### config.mk
export PLATFORM = sky130hd
export DESIGN_NAME = host_strobe_port
export DESIGN_NICKNAME = d
export VERILOG_FILES = /design/src/rtl/host_port_pkg.sv /design/src/rtl/strobe_sync.sv /design/src/rtl/beat_fsm.sv /design/src/rtl/host_strobe_port.sv
export SDC_FILE = /design/constraint.sdc
export NUM_CORES = 1
export LEC_CHECK = 0
export ABC_AREA = 1
export BUFFER_PORTS_ARGS = -buffer_cell sky130_fd_sc_hd__buf_2
export CAP_MARGIN = 0
export CORE_MARGIN = 2
export CORE_UTILIZATION = 54
export DETAILED_ROUTE_END_ITERATION = 8
export HOLD_SLACK_MARGIN = 0.02
export PLACE_DENSITY = 0.81
export SLEW_MARGIN = 20
export SYNTH_ARGS = -nofsm -noshare
export SYNTH_HDL_FRONTEND = slang
export SYNTH_HIERARCHICAL = 1
export SYNTH_SLANG_ARGS = --single-unit
### constraint.sdc
create_clock -name clk -period 2.7 [get_ports clk]
set_input_delay 0.54 -clock clk [delete_from_list [all_inputs] [get_ports clk]]
set_output_delay 0.54 -clock clk [all_outputs]
set_load 0.01 [all_outputs]
### src/rtl/host_port_pkg.sv
package host_port_pkg;
    typedef enum logic [1:0] {
        ST_FIRST  = 2'd0,
        ST_SECOND = 2'd1,
        ST_THIRD  = 2'd2
    } beat_st_e;

    localparam logic [2:0] MODE_W18 = 3'b000;
    localparam logic [2:0] MODE_W9  = 3'b001;
    localparam logic [2:0] MODE_W16 = 3'b010;
    localparam logic [2:0] MODE_W8  = 3'b011;

    // 5-6-5 word to 18-bit pixel, red and blue LSBs copy their MSBs
    function automatic logic [17:0] widen565(input logic [15:0] w);
        return {w[15:11], w[15], w[10:5], w[4:0], w[4]};
    endfunction
endpackage

### src/rtl/strobe_sync.sv
module strobe_sync #(
    parameter int W      = 3,
    parameter int STAGES = 2
) (
    input  logic         clk,
    input  logic         rst_n,
    input  logic [W-1:0] pin_n,
    output logic [W-1:0] sync_n,
    output logic [W-1:0] rise
);
    logic [W-1:0] stage [STAGES+1];

    always_ff @(posedge clk or negedge rst_n) begin
        if (!rst_n) begin
            for (int i = 0; i <= STAGES; i++) stage[i] <= '1;
        end else begin
            stage[0] <= pin_n;
            for (int i = 1; i <= STAGES; i++) stage[i] <= stage[i-1];
        end
    end

    assign sync_n = stage[STAGES-1];
    assign rise   = stage[STAGES-1] & ~stage[STAGES];
endmodule

### src/rtl/beat_fsm.sv
module beat_fsm
    import host_port_pkg::*;
#(
    parameter int DATA_W = 18
) (
    input  logic              clk,
    input  logic              rst_n,
    input  logic              wr_rise,
    input  logic              cs_act,
    input  logic              rs,
    input  logic [DATA_W-1:0] db,
    input  logic [2:0]        mode,
    input  logic              pix3,
    input  logic              pixel_sel,
    output logic              done,
    output logic [DATA_W-1:0] word
);
    beat_st_e    state, next_state;
    logic [8:0]  b0;
    logic [5:0]  b1;
    logic        held_rs;
    logic [1:0]  need, pos;
    logic        fire, restart, is_pix, store0, store1;
    logic [15:0] w_wide, w_pair;

    always_ff @(posedge clk or negedge rst_n) begin
        if (!rst_n) begin
            state   <= ST_FIRST;
            b0      <= '0;
            b1      <= '0;
            held_rs <= 1'b0;
        end else begin
            state <= next_state;
            if (store0) begin
                b0      <= db[17:9];
                held_rs <= rs;
            end
            if (store1) b1 <= db[17:12];
        end
    end

    always_comb begin
        is_pix = rs && pixel_sel;
        unique case (mode)
            MODE_W18, MODE_W16: need = 2'd1;
            MODE_W9:            need = 2'd2;
            MODE_W8:            need = (is_pix && pix3) ? 2'd3 : 2'd2;
            default:            need = 2'd0;
        endcase
        restart    = (state != ST_FIRST) && (rs != held_rs);
        pos        = restart ? 2'd0 : state;
        fire       = wr_rise && cs_act && (need != 2'd0);
        done       = fire && (pos + 2'd1 == need);
        store0     = fire && !done && (pos == 2'd0);
        store1     = fire && !done && (pos == 2'd1);
        next_state = state;
        if (!cs_act)        next_state = ST_FIRST;
        else if (done)      next_state = ST_FIRST;
        else if (store0)    next_state = ST_SECOND;
        else if (store1)    next_state = ST_THIRD;

        w_wide = {db[17:10], db[8:1]};
        w_pair = {b0[8:1], db[17:10]};
        unique case (need)
            2'd1:    word = is_pix ? ((mode == MODE_W18) ? db : widen565(w_wide))
                                   : {2'b00, w_wide};
            2'd2:    word = !is_pix ? {2'b00, w_pair}
                          : ((mode == MODE_W9) ? {b0, db[17:9]} : widen565(w_pair));
            2'd3:    word = {b0[8:3], b1, db[17:12]};
            default: word = '0;
        endcase
    end

    AST_CS_ABORT: assert property (@(posedge clk) disable iff (!rst_n)
        !cs_act |=> state == ST_FIRST);
    AST_THIRD_ONLY_W8: assert property (@(posedge clk) disable iff (!rst_n)
        (state == ST_THIRD && $past(state) != ST_THIRD) |-> $past(mode) == MODE_W8);
endmodule

### src/rtl/host_strobe_port.sv
module host_strobe_port
    import host_port_pkg::*;
#(
    parameter int          DATA_W      = 18,
    parameter int          IDX_W       = 16,
    parameter int          SYNC_STAGES = 2,
    parameter logic [15:0] PIXEL_INDEX = 16'h0202
) (
    input  logic              clk,
    input  logic              rst_n,
    input  logic [2:0]        mode,
    input  logic              pix3,
    input  logic              cs_n,
    input  logic              wr_n,
    input  logic              rd_n,
    input  logic              rs,
    input  logic [DATA_W-1:0] db_in,
    output logic [DATA_W-1:0] db_out,
    output logic              db_oe,
    output logic              req_wr,
    output logic              req_rd,
    output logic [IDX_W-1:0]  req_idx,
    output logic [DATA_W-1:0] req_wdata,
    input  logic [DATA_W-1:0] rd_data_in
);
    logic [2:0]        sync_n, rise;
    logic              cs_act, wr_rise, rd_rise, done;
    logic [DATA_W-1:0] word, rdr, wdr;
    logic [IDX_W-1:0]  idx;

    strobe_sync #(.W(3), .STAGES(SYNC_STAGES)) u_sync (
        .clk(clk), .rst_n(rst_n), .pin_n({cs_n, wr_n, rd_n}),
        .sync_n(sync_n), .rise(rise)
    );

    assign cs_act  = ~sync_n[2];
    assign wr_rise = rise[1];
    assign rd_rise = rise[0];

    beat_fsm #(.DATA_W(DATA_W)) u_fsm (
        .clk(clk), .rst_n(rst_n), .wr_rise(wr_rise), .cs_act(cs_act),
        .rs(rs), .db(db_in), .mode(mode), .pix3(pix3),
        .pixel_sel(idx == PIXEL_INDEX), .done(done), .word(word)
    );

    always_ff @(posedge clk or negedge rst_n) begin
        if (!rst_n) begin
            idx    <= '0;
            wdr    <= '0;
            rdr    <= '0;
            req_wr <= 1'b0;
            req_rd <= 1'b0;
        end else begin
            req_wr <= 1'b0;
            req_rd <= 1'b0;
            if (req_rd) rdr <= rd_data_in;
            if (done) begin
                if (!rs) begin
                    idx <= word[IDX_W-1:0];
                    rdr <= '0;
                end else begin
                    wdr    <= word;
                    req_wr <= 1'b1;
                end
            end
            if (rd_rise && cs_act && rs) req_rd <= 1'b1;
        end
    end

    assign req_idx   = idx;
    assign req_wdata = wdr;
    assign db_out    = rdr;
    assign db_oe     = ~cs_n & ~rd_n & wr_n & rs;

    AST_REQ_EXCL: assert property (@(posedge clk) disable iff (!rst_n)
        $onehot0({req_wr, req_rd}));
    AST_WR_PULSE: assert property (@(posedge clk) disable iff (!rst_n)
        req_wr |=> !req_wr);
    AST_CS_BLOCK: assert property (@(posedge clk) disable iff (!rst_n)
        !cs_act |=> !req_wr && !req_rd);
    AST_RD_NEEDS_RS: assert property (@(posedge clk) disable iff (!rst_n)
        $rose(req_rd) |-> $past(rs));
    AST_IDX_CLEARS_RDR: assert property (@(posedge clk) disable iff (!rst_n)
        (done && !rs && !req_rd) |=> db_out == '0);
endmodule

# Yosys cells after proc, flatten, opt, wreduce, memory -nomap -nowiden
# Cells that the tools add are included.
[word_totals]
register_bits = 80
in_bits = 46
elab_cells = 70
[classes]
addsub = 1
eq_ne = 10
n_mux = 18
n_bitwise = 9
n_reduce_logical = 20
[ops]
columns = ["op", "count"]
rows = [
  ["2-to-1 mux 18 bit", 5],
  ["case mux 18 bit (3 select lines)", 1],
  ["2-to-1 mux 13 bit", 2],
  ["== test 16 x 10 -> 1 bit, second input constant", 1],
  ["logical AND 1 bit", 11],
  ["2-to-1 mux 2 bit", 5],
  ["== test 3 x 2 -> 1 bit, second input constant", 2],
  ["case mux 2 bit (3 select lines)", 1],
  ["== test 2 x 1 -> 1 bit, second input constant", 2],
  ["== test 2 bit, second input constant", 2],
  ["2-to-1 mux 1 bit", 4],
  ["NOT 1 bit", 4],
  ["AND reduction 2 bit", 2],
  ["nonzero test 2 bit", 2],
  ["nonzero test 4 bit", 1],
  ["bitwise AND 1 bit", 3],
  ["== test 3 x 1 -> 1 bit, second input constant", 1],
  ["zero test 3 bit", 1],
  ["adder 2 x 1 -> 2 bit, second input constant", 1],
  ["bitwise AND 2 bit", 1],
  ["== test 2 bit", 1],
  ["zero test 2 bit", 1],
  ["NOT 2 bit", 1],
  ["OR reduction 2 bit", 1],
  ["other kinds (2)", 2],
]

# Depth between registers and ports, before layout
# Gate-level depths: netlist of run 1.
[depth]
depth_word = 15
ltp_mapped = 18
ltp_nobuf = 17

# Hierarchy
# Netlist of run 1, hierarchy kept.
[by_module_without_submodules]
columns = ["module", "n_inst", "cells_per_inst", "area_each_um2"]
rows = [
  ["host_strobe_port", 1, 245, 2268.4],
  ["beat_fsm", 1, 234, 1546.5],
  ["strobe_sync", 1, 18, 289.0],
]

# Worst setup path before layout of run 1
# Ideal clock, no wire load.
[synth_timing]
kind = "input -> register"
startpoint = "input rs"
endpoint = "register idx[14] (netlist: req_idx[14])"
setup_time_ns = 0.121
arrival_time_ns = 2.015
t_required_ns = 2.579
setup_slack_ns = 0.565
cell_stages = 13
path_buffers = 2
path_cell_list = "inv_1 nand2_2 nand2_1 nand2_1 ha_1 xor2_2 nand4_1 inv_1 inv_1 nor2_2 buf_6 buf_6 o21ai_1"
[synth_via]
elab_chain_len = 8
[synth_rtl]
columns = ["element", "line_no", "source"]
rows = [
  ["start: declaration", "host_strobe_port.sv:16", "input logic rs,"],
  ["parallel branches: the longest is 6 deep, another holds adder 2 x 1 -> 2 bit", "--", ""],
  ["logical AND 1 bit (*)", "beat_fsm.sv:53", "done = fire && (pos + 2'd1 == need);"],
  ["named net done", "host_strobe_port.sv:27", "logic cs_act, wr_rise, rd_rise, done;"],
  ["AND reduction 2 bit (no line) (*)", "--", ""],
  ["end signal: assignment", "host_strobe_port.sv:59", "idx <= word[IDX_W-1:0];"],
  ["end: declaration", "host_strobe_port.sv:29", "logic [IDX_W-1:0] idx;"],
]
# Mark *: on every way through the listed nets, which the timed path passes.
# A chain may end at the register's enable or synchronous reset.

# Worst setup path after layout of run 1
[layout_timing]
startpoint = "register idx[6] (netlist: req_idx[6])"
endpoint = "register wdr[16] (netlist: req_wdata[16])"
[layout_via]
elab_chain_len = 9
[layout_rtl]
columns = ["element", "line_no", "source"]
rows = [
  ["== test 16 x 10 -> 1 bit (*)", "host_strobe_port.sv:43", ".pixel_sel(idx == PIXEL_INDEX), .done(done), .word(word)"],
  ["logical AND 1 bit (*)", "beat_fsm.sv:43", "is_pix = rs && pixel_sel;"],
  ["logical AND 1 bit (*)", "beat_fsm.sv:47", "MODE_W8: need = (is_pix && pix3) ? 2'd3 : 2'd2;"],
  ["2-to-1 mux 1 bit (*)", "beat_fsm.sv:47", ""],
  ["case mux 2 bit (3 select lines) (*)", "beat_fsm.sv:44", "unique case (mode)"],
  ["nonzero test 2 bit", "beat_fsm.sv:52", "fire = wr_rise && cs_act && (need != 2'd0);"],
  ["logical AND 1 bit", "beat_fsm.sv:52", ""],
  ["logical AND 1 bit (*)", "beat_fsm.sv:53", ""],
  ["named net done", "host_strobe_port.sv:27", ""],
  ["AND reduction 2 bit (no line) (*)", "--", ""],
  ["end signal: assignment", "host_strobe_port.sv:62", "wdr <= word;"],
  ["end: declaration", "host_strobe_port.sv:28", "logic [DATA_W-1:0] word, rdr, wdr;"],
]
# The timed path passes the listed nets; every way through them passes the cells marked *.

==> flow_summary.yaml, run 1 <==
run_status:
  outcome: "finished, final reports clean"
clocking:
  clock_sinks: 80
  cts-resized-gates: 0
  htreeDepth: 3
  clkLatencyLatePin_ps: 360
  path_clk_slew_ps: 90
  cts_buffers: 9
  cts_hold_buf: 0
  cts-root-buf: "clkbuf_8"
  cts_setup_buffers: 0
  clock_path_buffers: 2
  cts_tree: "yes"
critical_path:
  cp-start-kind: "register"
  worstSetupPathType: "register to register"
  crit_required_ps: 2950
  arrival_ps: 2620
  path_max_fanout: 35
  cp-end-kind: "register"
  worst_r2r_path_depth: 16
power:
  power_mw: 3.02
  power.switching_uw: 940
  vdd_drop_max_uv: 318
  switching_share_pct: 31.1
  p_int_mw: 2.08
  p_clk_share_pct: 29.4
  pwr-share-seq_pct: 49.7
  power_frac_comb_pct: 21.0
  pwr_density_cell_mw_per_mm2: 627
  leakagePower_nw: 2.39
sta:
  max_slew_margin_pct: 54.4
  rsz0062_at_grt: "false"
  hold_viol_final: 0
  layout_min_cycle_time_ps: 2370
  finalSetupViolations: 0
  max_freq_mhz: 422
  fin_ws_ps: 329
  tns_ps: 0
  post-route-period-util_pct: 87.8
  drv_slew: 0
  worstMarginPinSlew_ps: 684
  skew_ps: 14.9
grt:
  grt_usage_pct: 25.3
  antenna_found_initial: 0
  grt_max_degree: 45
  grt_pass1_wl_mm: 16.5
  grt_overflow_total: 0
  grt_pass1_vias: 3551
min_path:
  hp-class: "input pin to async pin"
layout:
  areaGrowthSynthToFinish_pct: 19.0
  nNetsFinal: 637
  finish.instance_area_sq_mm: 0.00482
  regArea_sq_mm: 0.00201
  fillCellCount: 608
  drive_gt1_share_pct: 29.1
  diodes: 0
  instances_no_fill: 693
  multi_input_area_sq_mm: 0.00164
logic_synthesis:
  syn-cell-area_sq_mm: 0.00405
  synth_nets: 540
  synth_cells: 492
  synth_area_per_cell_sq_um: 8.24
  yosysWarningCount: 6
routing:
  drtAntennaViolNets: 0
  wl_per_cell_um: 14.6
  wirelength_mm: 10.1
  drt_iter0_drc: 304
  first_pass_iters: 5
  vias: 3700
  drc: 0
  vias_per_cell: 5.34
place:
  place_area_sq_mm: 0.00463
  globalplace.congestion: 0.900
  portBuffers: 100
  pre_cts_ws_ps: 48.6
  dp_hpwl_mm: 7.63
  placed_cells: 677
run:
  drv_cap: 0
die:
  die_width_um: 90.6
  dieArea_sq_mm: 0.00821
  io_pins: 101
  coreArea_sq_mm: 0.00725
  fp.dieH_um: 90.6
  start_util_pct: 55.9
  rows: 31
[final cells by class]
| cell class | count | share of cell area, % |
|---|---|---|
| flip-flops and latches | 80 | 41.7 |
| multi-input cells | 325 | 34.0 |
| repair buffers | 108 | 12.5 |
| inverters | 65 | 5.16 |
| clock buffers | 10 | 2.65 |
| well taps | 99 | 2.57 |
| clock inverters | 6 | 1.40 |
[per-layer routing]
metal | track usage, % | up-vias | wire length [um]
met4 | 13.2 | 0 | 350
met5 | 0 | - | 0
met3 | 3.92 | 32 | 695
met2 | 40.6 | 167 | 4710
li1 | - | 1776 | -
met1 | 33.4 | 1725 | 4360
[cell usage in the layout, fill, tap and decap left out, types with 5 or more instances in the layout]
cell type  instances
a21oi_1            8
buf_2             99
buf_4              6
clkbuf_8           9
dfrtp_1           72
dfstp_2            8
inv_1             60
nand2_1          120
nand2_2            5
nand3_1           29
nor2_1            46
nor3_2            17
o211ai_1          14
o21ai_0           41
o21ai_1           22
o21ai_2            5
[power groups by stage]
stage          Clock (mW)  Combinational (mW)  Sequential [mW]
3_3_place_gp            0               0.615             1.51
5_1_grt             0.960               0.700             1.53
6_report            0.887               0.633             1.50
3_5_place_dp            0               0.635             1.52
2_1_floorplan           0               0.298             1.56
4_1_cts             0.895               0.637             1.50
[critical path: stages, from the launching register on]
cell and delay [ps]:
dfrtp_1 390, inv_1 70, nand2_1 50, nor2_1 110, nand2_1 80, nor2_1 160, nand2_2 80, nor2_1 140
nand2_1 100, nand2_1 80, nand2_2 60, nand4_1 150, inv_1 80, nand2_2 410, inv_1 150, nand2_1 90
nand2_1 50
[registers in the layout (all words and copies together), names as in the netlist]
signal	flops
u_sync/stage	5
u_fsm/b1	6
u_sync/sync_n	3
u_fsm/held_rs	1
req_wr	1
u_fsm/state	2
req_rd	1
db_out	18
req_idx	16
u_fsm/b0	9
req_wdata	18
[through the flow]
stage | hold WS, ps | utilization, %
after CTS | 148 | 66.5
after floorplan | 244 | -
after global placement | 346 | 63.8
after global routing | 157 | 66.5
final | 124 | 66.5
after detailed placement | 349 | 63.8
[path summary, 6_finish.rpt]
kind / slack (ps) / startpoint / endpoint
min reg2reg: 360 / u_sync/stage[6] / u_sync/sync_n[0]
max in group asynchronous: 2000 / rst_n / req_wdata[9]
min in group clk: 290 / rd_n / u_sync/stage[6]
max reg2reg: 330 / req_idx[6] / req_wdata[16]
min: 120 / rst_n / db_out[10]
max: 330 / req_idx[6] / req_wdata[16]
Power figures use the tool's default switching activity.
==> inputs of run 2 (changes only) <==
--- a/config.mk
+++ b/config.mk
@@ -5,7 +5,6 @@
 export SDC_FILE = /design/constraint.sdc
 export NUM_CORES = 1
 export LEC_CHECK = 0
-export ABC_AREA = 1
 export BUFFER_PORTS_ARGS = -buffer_cell sky130_fd_sc_hd__buf_2
 export CAP_MARGIN = 0
 export CORE_MARGIN = 2
==> run 2 against run 1 <==
Non-clock buffer count grew 9. Critical path type unchanged. Largest power group unchanged. Clock-buffer cell count unchanged. Core utilization grew 1.9 points. Clock power increased by 12%. Routed wire length decreased by 2.4%. Via count shrank 13%.
==> flow_summary.yaml, run 2 <==
place:
  dp_hpwl_mm: 6.99
  globalplace.congestion: 0.931
  portBuffers: 100
  pre_cts_ws_ps: -89.1
critical_path:
  crit_buf_inv: 1
  critPathSlowestCell: "dfrtp_1"
  cp-end-kind: "register"
  crit_cells: 10
  crit_required_ps: 2930
  cp-start-kind: "register"
  crit_chain: "xnor2_2 > nand2_1 > ha_4 > nor3_1 > a22oi_1 > o21ai_1 > and2_1 > nor2b_4 > buf_12 > mux2_2"
  worst_r2r_path_depth: 10
  arrival_ps: 2850
  cp_slowest_stage_delay_ps: 440
  r2r-start: "u_fsm/held_rs"
  rrSetupSlack_ps: 80
  regToRegEndpoint: "req_idx[10]"
  path_max_fanout: 23
  cpLargestDelayFamily: "simple AND/OR/NAND/NOR gates"
  worstSetupPathType: "register to register"
sta:
  max_freq_mhz: 382
  finalSetupViolations: 0
  fin_ws_ps: 80.8
  hold_viol_final: 0
  post-route-period-util_pct: 97.0
  worstMarginPinSlew_ps: 982
  skew_ps: 13.7
  drv_slew: 0
  max_slew_margin_pct: 34.5
  layout_min_cycle_time_ps: 2620
routing:
  vias_per_cell: 5.66
  drc: 0
  drt_iter0_drc: 220
  vias: 3207
  wirelength_mm: 9.88
  first_pass_iters: 5
  drtAntennaViolNets: 0
  wl_per_cell_um: 17.4
clocking:
  path_clk_slew_ps: 80
  htreeDepth: 3
  clock_path_buffers: 2
  clock_sinks: 80
  cts_buffers: 9
  cts_setup_buffers: 0
  cts_tree: "yes"
  cts_hold_buf: 0
  cts-root-buf: "clkbuf_8"
  clkLatencyLatePin_ps: 350
die:
  die_width_um: 90.6
  start_util_pct: 55.9
  rows: 31
  io_pins: 101
  dieArea_sq_mm: 0.00821
  coreArea_sq_mm: 0.00725
  fp.dieH_um: 90.6
grt:
  grt_pass1_vias: 3215
  antenna_found_initial: 0
  grt_max_degree: 81
  grt_usage_pct: 25.1
  grt_overflow_total: 0
  grt_pass1_wl_mm: 16.4
run_status:
  outcome: "finished, final reports clean"
power:
  pwr_density_cell_mw_per_mm2: 675
  power_mw: 3.35
  vdd_drop_max_uv: 367
  leakagePower_nw: 2.50
logic_synthesis:
  synth_nets: 407
  synth_area_per_cell_sq_um: 11.3
  synth_cells: 359
  yosysWarningCount: 6
  syn-cell-area_sq_mm: 0.00405
min_path:
  holdCritStartpoint: "cs_n"
  hold_path_end: "u_sync/stage[8]"
  min_path_cells: 1
  hp-class: "input pin to register"
layout:
  final_cell_mix: "buf_2, dfrtp_1, nand2_1"
  regArea_sq_mm: 0.00201
  layout_commonest_cell: "buf_2"
  fillCellCount: 546
  nNetsFinal: 511
  diodes: 0
  areaGrowthSynthToFinish_pct: 22.4
  drive_gt1_share_pct: 43.8
  multi_input_area_sq_mm: 0.00191
run:
  drv_cap: 0
[run 2: layer usage]
| layer | part of all wire (%) | GRT usage (%) |
|---|---|---|
| met5 | 0 | 0 |
| met4 | 2.2 | 8.46 |
| met2 | 49 | 41.6 |
| met1 | 42 | 32.9 |
| met3 | 6.7 | 5.43 |
[run 2: timing repair]
action | CTS | global route
pin swaps | 0 | 1
setup endpoints to repair | 19 | 46
resized for setup | 1 | 4
[run 2: layout make-up]
cell class                      count  share of cell area, %
Sequential cell                    80                   40.6
Multi-Input combinational cell    250                   38.5
Timing Repair Buffer              117                   13.5
Clock buffer                       10                   2.78
Tap cell                           99                   2.50
Clock inverter                      6                   1.82
Inverter                            5                  0.379
[run 2: worst max-delay path by stage]
stage,startpoint,end,slack [ps]
2_1_floorplan,rs,req_idx[10],60
3_3_place_gp,rs,req_idx[13],40
3_5_place_dp,rs,req_idx[10],-90
4_1_cts,req_idx[8],req_idx[10],40
5_1_grt,u_fsm/held_rs,req_idx[3],-3
6_report,u_fsm/held_rs,req_idx[10],80
[run 2: power by group]
group	switching, mW	total (mW)	internal (mW)	leakage [nW]
sequential	0.152	1.57	1.41	1.03
combinational	0.391	0.783	0.392	1.36
clock	0.445	0.996	0.551	0.113
total	0.989	3.35	2.36	2.50
[run 2: metrics by stage]
step | cells | instance area (sq um) | TNS (ps) | hold slack, ps | util, %
2_1_floorplan | 359 | 4070 | 0 | 244 | -
3_3_place_gp | 551 | 4710 | 0 | 348 | 64.9
3_5_place_dp | 551 | 4710 | -1300 | 347 | 64.9
4_1_cts | 567 | 4940 | 0 | 283 | 68.2
5_1_grt | 567 | 4960 | -3.78 | 284 | 68.3
6_report | 567 | 4960 | 0 | 297 | 68.3
==> inputs of run 3 (changes only) <==
--- a/config.mk
+++ b/config.mk
@@ -12,6 +12,7 @@
 export DETAILED_ROUTE_END_ITERATION = 8
 export HOLD_SLACK_MARGIN = 0.02
 export PLACE_DENSITY = 0.81
+export RECOVER_POWER = 100
 export SLEW_MARGIN = 20
 export SYNTH_ARGS = -nofsm -noshare
 export SYNTH_HDL_FRONTEND = slang
==> run 3 against run 2 <==
The flow now finishes with violations (capacitance limit, slew limit). Clock skew about the same. Register-to-register slack about the same. Clock-buffer cell count unchanged. Via count decreased by 1.5%. Largest power group unchanged. Highest routed layer unchanged.
==> flow_summary.yaml, run 3 (synthesis gave the netlist of run 2 again) <==
run_status:
  outcome: "finished with violations"
  violations: "capacitance limit, slew limit"
routing:
  first_pass_iters: 5
  drtAntennaViolNets: 0
  drt_iter0_drc: 250
  vias: 3158
  wirelength_mm: 9.92
  vias_per_cell: 5.57
  drc: 0
  wl_per_cell_um: 17.5
critical_path:
  crit_required_ps: 3000
  path_common_cell: "buf_4"
  critPathCapture: "req_idx[5]"
  path_max_fanout: 29
  regToRegEndpoint: "req_idx[5]"
  worst_r2r_path_depth: 10
  cp_slowest_stage_delay_ps: 410
  rrSetupSlack_ps: 90
  crit_path_start: "req_idx[8]"
  cp-start-kind: "register"
  r2r-start: "req_idx[8]"
  cp-end-kind: "register"
  crit_chain: "nor4b_2 > and4_4 > and2_0 > buf_4 > nand2_1 > a21oi_1 > a211oi_1 > a311oi_1 > buf_4 > mux2_2"
  critPathSlowestCell: "dfrtp_1"
  arrival_ps: 2910
  worstSetupPathType: "register to register"
clocking:
  cts_tree: "yes"
  cts-root-buf: "clkbuf_8"
  clkLatencyLatePin_ps: 360
  clock_path_buffers: 2
  htreeDepth: 3
  path_clk_slew_ps: 80
  clock_sinks: 80
  cts_buffers: 9
  cts_setup_buffers: 0
power:
  leakagePower_nw: 2.25
  vdd_drop_max_uv: 359
  pwr_density_cell_mw_per_mm2: 682
layout:
  finish.instance_area_sq_mm: 0.00483
  instances_no_fill: 567
  diodes: 0
  fillCellCount: 594
  final_util_pct: 66.6
  layout_commonest_cell: "dfrtp_1"
  final_cell_mix: "dfrtp_1, clkbuf_1, nand2_1"
  nNetsFinal: 511
  areaGrowthSynthToFinish_pct: 19.2
  drive_gt1_share_pct: 29.7
place:
  place_area_sq_mm: 0.00471
  pre_cts_ws_ps: -89.1
  globalplace.congestion: 0.931
  dp_hpwl_mm: 6.99
  portBuffers: 100
  placed_cells: 551
grt:
  grt_max_degree: 81
  grt_use_met1_pct: 32.9
  grt_pass1_wl_mm: 16.4
  use_met3_pct: 5.43
  grt_usage_pct: 25.1
  grt_use_met2_pct: 41.6
  antenna_found_initial: 0
  grt_overflow_total: 0
  grt_pass1_vias: 3215
  busiest_layer: "met2"
sta:
  max_freq_mhz: 383
  finalSetupViolations: 0
  rsz0062_at_grt: "false"
  post-route-period-util_pct: 96.7
  hold_viol_final: 0
  drv_slew: 81
  max_slew_margin_pct: -30.7
  holdWs_ps: 280
  fin_ws_ps: 90.4
  layout_min_cycle_time_ps: 2610
  skew_ps: 13.7
  worstMarginPinSlew_ps: 1960
min_path:
  hp-class: "input pin to register"
die:
  rows: 31
  coreArea_sq_mm: 0.00725
  io_pins: 101
  die_width_um: 90.6
  start_util_pct: 55.9
  fp.dieH_um: 90.6
  dieArea_sq_mm: 0.00821
run:
  drv_cap: 1
-- run 3: changes by cell type in the layout (fill, tap and decap cells not counted), moves of 2 or more --
| cell | change |
|---|---|
| buf_2 | -56 |
| mux2_4 | -4 |
| buf_4 | -4 |
| mux2_1 | +4 |
| clkbuf_1 | +58 |
| dfstp_1 | +2 |
| dfstp_2 | -2 |
| clkbuf_2 | +2 |
-- run 3: worst min path at each step --
stage | from | to | slack, ps | cells past startpoint
5_1_grt | rd_n | u_sync/stage[6] | 270 | 1
3_3_place_gp | u_sync/stage[7] | u_sync/sync_n[1] | 350 | 0
4_1_cts | cs_n | u_sync/stage[8] | 280 | 1
2_1_floorplan | rst_n | db_out[0] | 240 | 0
3_5_place_dp | u_sync/stage[6] | u_sync/sync_n[0] | 350 | 0
6_report | cs_n | u_sync/stage[8] | 280 | 1
-- run 3: critical path, delay by kind of cell (launching register included) --
kind	cells	cell delay [ps]
multiplexers	1	130
flip-flops	1	410
AO/OA/AOI/OAI	3	590
buffers and inverters	2	470
AND/OR/NAND/NOR	4	950
-- run 3: area by class of cell --
class | count | area, sq um | share of cell area, %
clock inverter | 6 | 90.1 | 1.87
multi-input combinational | 250 | 1870 | 38.7
inverter | 5 | 18.8 | 0.389
timing repair buffer | 117 | 577 | 11.9
tap | 99 | 124 | 2.56
clock buffer | 10 | 138 | 2.85
sequential | 80 | 2010 | 41.7
-- run 3: routing by layer --
metal  routed length (um)  vias up
met4                  205        0
met2                 4870      117
met3                  564       18
met5                    0        -
met1                 4270     1538
li1                     -     1485
-- run 3: where the power goes --
part           switching (mW)  internal, mW  total (mW)  leakage (nW)
clock network           0.447         0.551       0.998         0.113
registers               0.155          1.41        1.57          1.02
logic                   0.390         0.337       0.727          1.11
-- run 3: repair_timing --
action | in CTS | in global routing
pin swaps | 0 | 1
hold buffers | 0 | 0
endpoints found under the setup margin | 19 | 46
gates resized for setup | 1 | 4
-- run 3: through the flow --
| stage | total power [mW] | TNS [ps] |
|---|---|---|
| finish | 3.29 | 0 |
| floorplan | 2.03 | 0 |
| global placement | 2.32 | 0 |
| global route | 3.46 | 0 |
| detailed placement | 2.36 | -1300 |
| CTS | 3.37 | 0 |
